**config.mk**
```make
export PLATFORM = sky130hd
export DESIGN_NAME = rsf_ctrl
export DESIGN_NICKNAME = d
export VERILOG_FILES = /design/src/rtl/rsf_pkg.sv /design/src/rtl/rsf_xlate.sv /design/src/rtl/rsf_next.sv /design/src/rtl/rsf_ctrl.sv
export SDC_FILE = /design/constraint.sdc
export NUM_CORES = 1
export LEC_CHECK = 0
export BUFFER_PORTS_ARGS = -buffer_cell sky130_fd_sc_hd__buf_2
export CORE_MARGIN = 2
export CORE_UTILIZATION = 40
export DETAILED_ROUTE_END_ITERATION = 6
export GPL_TIMING_DRIVEN = 0
export HOLD_SLACK_MARGIN = 0.12
export PLACE_DENSITY_LB_ADDON = 0.1
export SYNTH_ARGS = -nofsm -noshare
export SYNTH_HDL_FRONTEND = slang
export SYNTH_SLANG_ARGS = --single-unit
```
**constraint.sdc**
```tcl
create_clock -name clk -period 5.3 [get_ports clk]
set_clock_uncertainty 0.05 [all_clocks]
set_input_delay 0.265 -clock clk [delete_from_list [all_inputs] [get_ports clk]]
set_output_delay 0.265 -clock clk [all_outputs]
set_load 0.05 [all_outputs]
```
**src/rtl/rsf_pkg.sv**
```systemverilog
package rsf_pkg;

  typedef enum logic [1:0] {
    OP_CALL  = 2'b00,
    OP_RET   = 2'b01,
    OP_ALLOC = 2'b10,
    OP_COVER = 2'b11
  } rsf_op_e;

  typedef struct packed {
    logic ovf;
    logic unf;
    logic err;
  } rsf_evt_t;

endpackage

```
**src/rtl/rsf_xlate.sv**
```systemverilog
module rsf_xlate #(
  parameter int NPHYS       = 96,
  parameter int LREG_W      = 7,
  parameter int STATIC_REGS = 32,
  parameter int CW          = 7
) (
  input  logic [CW-1:0]     base,
  input  logic [CW-1:0]     sof,
  input  logic [LREG_W-1:0] lreg,
  output logic [CW-1:0]     idx,
  output logic              stacked,
  output logic              illegal
);
  localparam int SW = ((LREG_W > CW) ? LREG_W : CW) + 2;
  localparam logic [SW-1:0] STAT = SW'(STATIC_REGS);
  localparam logic [SW-1:0] NP   = SW'(NPHYS);

  logic [SW-1:0] lr_w, off, sum, wrapped;

  assign lr_w    = SW'(lreg);
  assign stacked = (lr_w >= STAT);
  assign off     = stacked ? (lr_w - STAT) : '0;
  assign sum     = SW'(base) + off;

  // A power-of-two file wraps by masking; any other size wraps by one compare-subtract.
  generate
    if ((NPHYS & (NPHYS - 1)) == 0) begin : g_pow2
      assign wrapped = sum & (NP - SW'(1));
    end else begin : g_cmp
      assign wrapped = (sum >= NP) ? (sum - NP) : sum;
    end
  endgenerate

  assign idx     = stacked ? wrapped[CW-1:0] : lr_w[CW-1:0];
  assign illegal = stacked && (off >= SW'(sof));
endmodule

```
**src/rtl/rsf_next.sv**
```systemverilog
module rsf_next
  import rsf_pkg::*;
#(
  parameter int NPHYS = 96,
  parameter int CW    = 7
) (
  input  logic          fire,
  input  rsf_op_e       op,
  input  logic [CW-1:0] a_sof,
  input  logic [CW-1:0] a_sol,
  input  logic [CW-1:0] c_sof,
  input  logic [CW-1:0] c_sol,
  input  logic [CW-1:0] p_sof,
  input  logic [CW-1:0] p_sol,
  input  logic [CW-1:0] base,
  input  logic [CW-1:0] dirty,
  output logic [CW-1:0] n_c_sof,
  output logic [CW-1:0] n_c_sol,
  output logic [CW-1:0] n_p_sof,
  output logic [CW-1:0] n_p_sol,
  output logic [CW-1:0] n_base,
  output logic [CW-1:0] n_dirty,
  output rsf_evt_t      n_evt,
  output logic [CW-1:0] n_xfer
);
  localparam int SW = CW + 2;
  localparam logic [SW-1:0] NP = SW'(NPHYS);

  function automatic logic [CW-1:0] mod_add(input logic [CW-1:0] a, input logic [CW-1:0] b);
    logic [SW-1:0] s;
    s = SW'(a) + SW'(b);
    if (s >= NP) s = s - NP;
    return s[CW-1:0];
  endfunction

  function automatic logic [CW-1:0] mod_sub(input logic [CW-1:0] a, input logic [CW-1:0] b);
    logic [SW-1:0] s;
    if (a >= b) s = SW'(a) - SW'(b);
    else        s = SW'(a) + NP - SW'(b);
    return s[CW-1:0];
  endfunction

  logic [SW-1:0] total;
  logic [CW-1:0] d_ret;

  always_comb begin
    n_c_sof = c_sof;
    n_c_sol = c_sol;
    n_p_sof = p_sof;
    n_p_sol = p_sol;
    n_base  = base;
    n_dirty = dirty;
    n_evt   = '0;
    n_xfer  = '0;
    total   = '0;
    d_ret   = '0;
    if (fire) begin
      unique case (op)
        OP_CALL: begin
          n_base  = mod_add(base, c_sol);
          n_dirty = dirty + c_sol;
          n_p_sof = c_sof;
          n_p_sol = c_sol;
          n_c_sof = c_sof - c_sol;
          n_c_sol = '0;
        end
        OP_RET: begin
          n_c_sof = p_sof;
          n_c_sol = p_sol;
          n_base  = mod_sub(base, p_sol);
          if (dirty >= p_sol) begin
            d_ret = dirty - p_sol;
          end else begin
            d_ret     = '0;
            n_evt.unf = 1'b1;
            n_xfer    = p_sol - dirty;
          end
          total = SW'(d_ret) + SW'(p_sof);
          if (total > NP) begin
            n_evt.ovf = 1'b1;
            n_xfer    = CW'(total - NP);
            n_dirty   = CW'(NP - SW'(p_sof));
          end else begin
            n_dirty = d_ret;
          end
        end
        OP_ALLOC: begin
          if ((a_sol > a_sof) || (SW'(a_sof) > NP)) begin
            n_evt.err = 1'b1;
          end else begin
            n_c_sof = a_sof;
            n_c_sol = a_sol;
            total   = SW'(dirty) + SW'(a_sof);
            if (total > NP) begin
              n_evt.ovf = 1'b1;
              n_xfer    = CW'(total - NP);
              n_dirty   = CW'(NP - SW'(a_sof));
            end
          end
        end
        OP_COVER: begin
          n_base  = mod_add(base, c_sof);
          n_dirty = dirty + c_sof;
          n_p_sof = c_sof;
          n_p_sol = c_sol;
          n_c_sof = '0;
          n_c_sol = '0;
        end
        default: ;
      endcase
    end
  end
endmodule

```
**src/rtl/rsf_ctrl.sv**
```systemverilog
module rsf_ctrl
  import rsf_pkg::*;
#(
  parameter int NPHYS       = 96,
  parameter int LREG_W      = 7,
  parameter int STATIC_REGS = 32,
  localparam int CW         = $clog2(NPHYS + 1)
) (
  input  logic              clk,
  input  logic              rst,
  input  logic              op_valid,
  output logic              op_ready,
  input  logic [1:0]        op_code,
  input  logic [CW-1:0]     alloc_sof,
  input  logic [CW-1:0]     alloc_sol,
  input  logic [LREG_W-1:0] lreg,
  output logic [CW-1:0]     phys_idx,
  output logic              phys_stacked,
  output logic              reg_illegal,
  output logic [CW-1:0]     cur_sof,
  output logic [CW-1:0]     cur_sol,
  output logic [CW-1:0]     prv_sof,
  output logic [CW-1:0]     prv_sol,
  output logic [CW-1:0]     dirty_cnt,
  output logic              evt_ovf,
  output logic              evt_unf,
  output logic              evt_err,
  output logic [CW-1:0]     xfer_cnt
);
  logic          ready_q, fire;
  logic [CW-1:0] base_q;
  logic [CW-1:0] n_c_sof, n_c_sol, n_p_sof, n_p_sol, n_base, n_dirty, n_xfer;
  rsf_evt_t      evt_q, n_evt;

  assign fire     = op_valid && ready_q;
  assign op_ready = ready_q;

  rsf_next #(.NPHYS(NPHYS), .CW(CW)) u_next (
    .fire    (fire),
    .op      (rsf_op_e'(op_code)),
    .a_sof   (alloc_sof),
    .a_sol   (alloc_sol),
    .c_sof   (cur_sof),
    .c_sol   (cur_sol),
    .p_sof   (prv_sof),
    .p_sol   (prv_sol),
    .base    (base_q),
    .dirty   (dirty_cnt),
    .n_c_sof (n_c_sof),
    .n_c_sol (n_c_sol),
    .n_p_sof (n_p_sof),
    .n_p_sol (n_p_sol),
    .n_base  (n_base),
    .n_dirty (n_dirty),
    .n_evt   (n_evt),
    .n_xfer  (n_xfer)
  );

  always_ff @(posedge clk) begin
    if (rst) begin
      ready_q   <= 1'b0;
      cur_sof   <= '0;
      cur_sol   <= '0;
      prv_sof   <= '0;
      prv_sol   <= '0;
      base_q    <= '0;
      dirty_cnt <= '0;
      evt_q     <= '0;
      xfer_cnt  <= '0;
    end else begin
      ready_q   <= 1'b1;
      cur_sof   <= n_c_sof;
      cur_sol   <= n_c_sol;
      prv_sof   <= n_p_sof;
      prv_sol   <= n_p_sol;
      base_q    <= n_base;
      dirty_cnt <= n_dirty;
      evt_q     <= n_evt;
      xfer_cnt  <= n_xfer;
    end
  end

  assign evt_ovf = evt_q.ovf;
  assign evt_unf = evt_q.unf;
  assign evt_err = evt_q.err;

  rsf_xlate #(
    .NPHYS(NPHYS), .LREG_W(LREG_W), .STATIC_REGS(STATIC_REGS), .CW(CW)
  ) u_xlate (
    .base    (base_q),
    .sof     (cur_sof),
    .lreg    (lreg),
    .idx     (phys_idx),
    .stacked (phys_stacked),
    .illegal (reg_illegal)
  );
endmodule

```
==> results.py <==
metrics = {
    "run_status": {
        "outcome": "completed",
    },
    "worst_setup_path": {
        "critical-path-max-stage-delay_ns": 0.60,
        "path_buf_inv": 3,
        "critPathArrivalTime_ns": 4.99,
        "crit_required_ns": 5.43,
        "path_class": "reg -> reg",
        "cpLargestDelayFamily": "compound AO/OA/AOI/OAI gates",
        "critPathCaptureType": "flip-flop",
        "crit_fanout": 10,
        "worstPathCellList": "inv_1 > ha_1 > nor2_1 > a21boi_1 > o21a_1 > nor2_1 > ha_1 > inv_1 > fa_1 > o211ai_1 > a32o_1 > maj3_1 > xnor2_1 > or3_1 > a31oi_2 > buf_6 > mux2i_1 > o22ai_1",
        "crit_path_top_delay_cell": "dfxtp_1",
        "timing.critical_path.from_type": "flip-flop",
    },
    "placement": {
        "portBuffers": 80,
        "dp.cells": 1152,
        "hpwlAfterDp_um": 17000,
        "place_congestion": 0.855,
    },
    "grt": {
        "grt_pass1_vias": 5987,
        "grt_use_total_pct": 23.7,
        "grt_first_pass_wirelength_um": 32700,
        "grt_max_degree": 16,
        "met2_usage_pct": 37.2,
        "busiest_layer": "met2",
        "use_met3_pct": 3.46,
        "grt_use_met1_pct": 34.1,
        "antenna_found_initial": 0,
        "grt_remaining_overflow": 0,
    },
    "cts": {
        "root_buffer": "clkbuf_16",
        "cts.sinks": 53,
        "htreeDepth": 2,
        "ctsHoldBuffers": 0,
        "ctsLongestPathBuffers": 2,
        "numCtsBuffers": 5,
        "cts_resized": 0,
        "cts_tree": "yes",
        "cts_setup_buffers": 0,
        "clk-insertion-delay-late_ns": 0.31,
        "clkTransAtPathRegs_ns": 0.08,
    },
    "power": {
        "power_density_nw_per_um2": 238,
        "vdd.ir_drop.worst_v": 0.000139,
        "finalPower_mw": 1.76,
        "cellLeakagePower_nw": 3.31,
    },
    "timing": {
        "maxSlewHeadroom_pct": 32.0,
        "fmax_mhz": 206,
        "slew_viol_final": 0,
        "fin_crit_ns": 4.85,
        "period_share_pct": 91.6,
        "rsz0062_at_grt": "no",
        "finalHoldViolations": 0,
        "setup-tns-final_ns": 0,
        "tightestPinTransition_ns": 1.02,
        "setup_viol": 0,
    },
    "logic_synthesis": {
        "synth.area.mux_share_pct": 1.87,
        "synth.top_cell.area_share_pct": 17.6,
        "ys_types": 73,
        "synthXorXnorAreaFrac_pct": 8.80,
        "syn_area_um2": 6550,
        "synth_area_per_cell_um2": 7.66,
        "synthArstFlopShare_pct": 0,
        "synthCells": 856,
        "synth_edf_count": 0,
        "syn_nets": 989,
        "synthFlopType": "dfxtp_1",
        "ys_seq_area_share_pct": 16.2,
        "synth_compound_area_share_pct": 25.4,
        "synth_adder_area_share_pct": 22.3,
        "synth.top_cells.by_area": "ha_1 (18%), dfxtp_1 (16%), xnor2_1 (5.3%)",
        "synth-simple-area-share_pct": 18.7,
        "synth_warnings": 0,
        "synth.largest_area_cell": "ha_1",
        "synth-seq-cells": 53,
        "synth_top_family_by_area": "compound AO/OA/AOI/OAI gates",
    },
    "detailed_routing": {
        "remaining_drc_errors": 0,
        "ant_nets": 0,
        "drt_first_iter_violations": 440,
        "vias_per_cell": 5.51,
        "drtPass1Iterations": 5,
        "via_count": 6391,
        "wl_per_cell_um": 17.9,
        "wl_um": 20800,
    },
    "final_layout": {
        "layout-drive-gt1-share_pct": 11.5,
        "final_cell_mix": "ha_1 (92), inv_1 (82), buf_2 (81), nand2_1 (72), nor2_1 (70)",
        "n_antenna_cell": 0,
        "area_delta_synth_final_pct": 12.9,
        "finalNonFillerCells": 1160,
        "n_fill_cell": 1685,
        "final_common_cell": "ha_1",
        "fin_nets": 1076,
    },
    "die": {
        "start_util_pct": 41.1,
        "die_width_um": 132,
        "io_pins": 81,
        "fp-row-count": 46,
        "core_um2": 15900,
        "die_y_um": 132,
        "dieArea_um2": 17400,
    },
    "flow_run": {
        "max_cap_violations": 0,
    },
    "worst_hold_path": {
        "hold_class": "in -> reg",
    },
}
-- area by class of cell --
cell class	count	area [um^2]	share of cell area, %
Timing Repair Buffer	80	400	5.41
Tap cell	216	270	3.65
Inverter	83	312	4.21
Clock inverter	1	30.0	0.406
Multi-Input combinational cell	690	5050	68.3
Buffer	30	129	1.74
Sequential cell	53	1060	14.3
Clock buffer	7	143	1.93
-- sequential cells by signal, indices dropped and copies added, names as in the netlist --
name       flops
evt_ovf        1
base_q         7
op_ready       1
evt_unf        1
xfer_cnt       7
prv_sol        7
evt_err        1
prv_sof        7
cur_sof        7
cur_sol        7
dirty_cnt      7
-- worst register-to-register path, delay by kind of cell (launching register included) --
family          cells  cell delay [ns]
compound gates      6             1.34
buf+inv             3             0.40
mux                 1             0.28
xor+xnor            1             0.18
fa+ha+maj           4             1.13
flops               1             0.60
simple gates        3             0.73
-- worst paths after layout --
check / cells after the start / endpoint / slack [ns] / start
max: 18 / dirty_cnt[4]$_SDFFE_PP0P_ / 0.45 / prv_sol[2]$_SDFFE_PP0P_
min: 4 / evt_err$_SDFF_PP0_ / 0.25 / rst
max reg2reg: 18 / dirty_cnt[4]$_SDFFE_PP0P_ / 0.45 / prv_sol[2]$_SDFFE_PP0P_
min reg2reg: 2 / prv_sol[6]$_SDFFE_PP0P_ / 0.51 / prv_sol[6]$_SDFFE_PP0P_
-- through the flow --
step / cell area (um^2) / hold slack (ns) / setup WS (ns) / utilization [%]
after floorplan: 6550 / 0.346 / 0.777 / -
after global placement: 7220 / 0.494 / 0.475 / 45.3
after detailed placement: 7220 / 0.491 / 0.500 / 45.3
after CTS: 7400 / 0.253 / 0.476 / 46.4
after global routing: 7400 / 0.271 / 0.181 / 46.4
final: 7400 / 0.252 / 0.446 / 46.4
-- kinds of logic (layout without fill, tap and decap cells) --
family	after synthesis	in the layout
muxes	12	12
AOI/OAI and AO/OA	249	249
and+or+nand+nor	256	256
buffers and inverters	113	201
xor gates and xnor gates	65	65
DFF	53	53
adders and majority gates	108	108
-- cell usage after synthesis (all sizes together) (5+ instances only) --
cell type	n
ha	92
inv	82
nand2	72
a21oi	70
nor2	70
dfxtp	53
o21ai	46
xnor2	40
nand3	27
xor2	25
clkbuf	24
a21o	19
nor2b	19
nor3	16
a211oi	15
fa	15
a22oi	14
nand2b	13
o211ai	12
o21bai	11
mux2i	10
a221oi	9
o21a	9
a31oi	8
and2	7
a21boi	6
buf	6
a311oi	5
-- report_power, final --
group,switching (mW),total [mW],internal [mW]
sequential,0.0444,0.461,0.416
clock,0.172,0.409,0.237
combinational,0.565,0.892,0.327
total,0.782,1.76,0.981
-- routing by layer --
| layer | share of wire (%) | vias to the layer above |
|---|---|---|
| met1 | 49 | 2978 |
| met2 | 44 | 173 |
| met3 | 4.9 | 21 |
| met5 | 0 | - |
| li1 | - | 3219 |
| met4 | 1.7 | 0 |
Power figures use the tool's default switching activity.
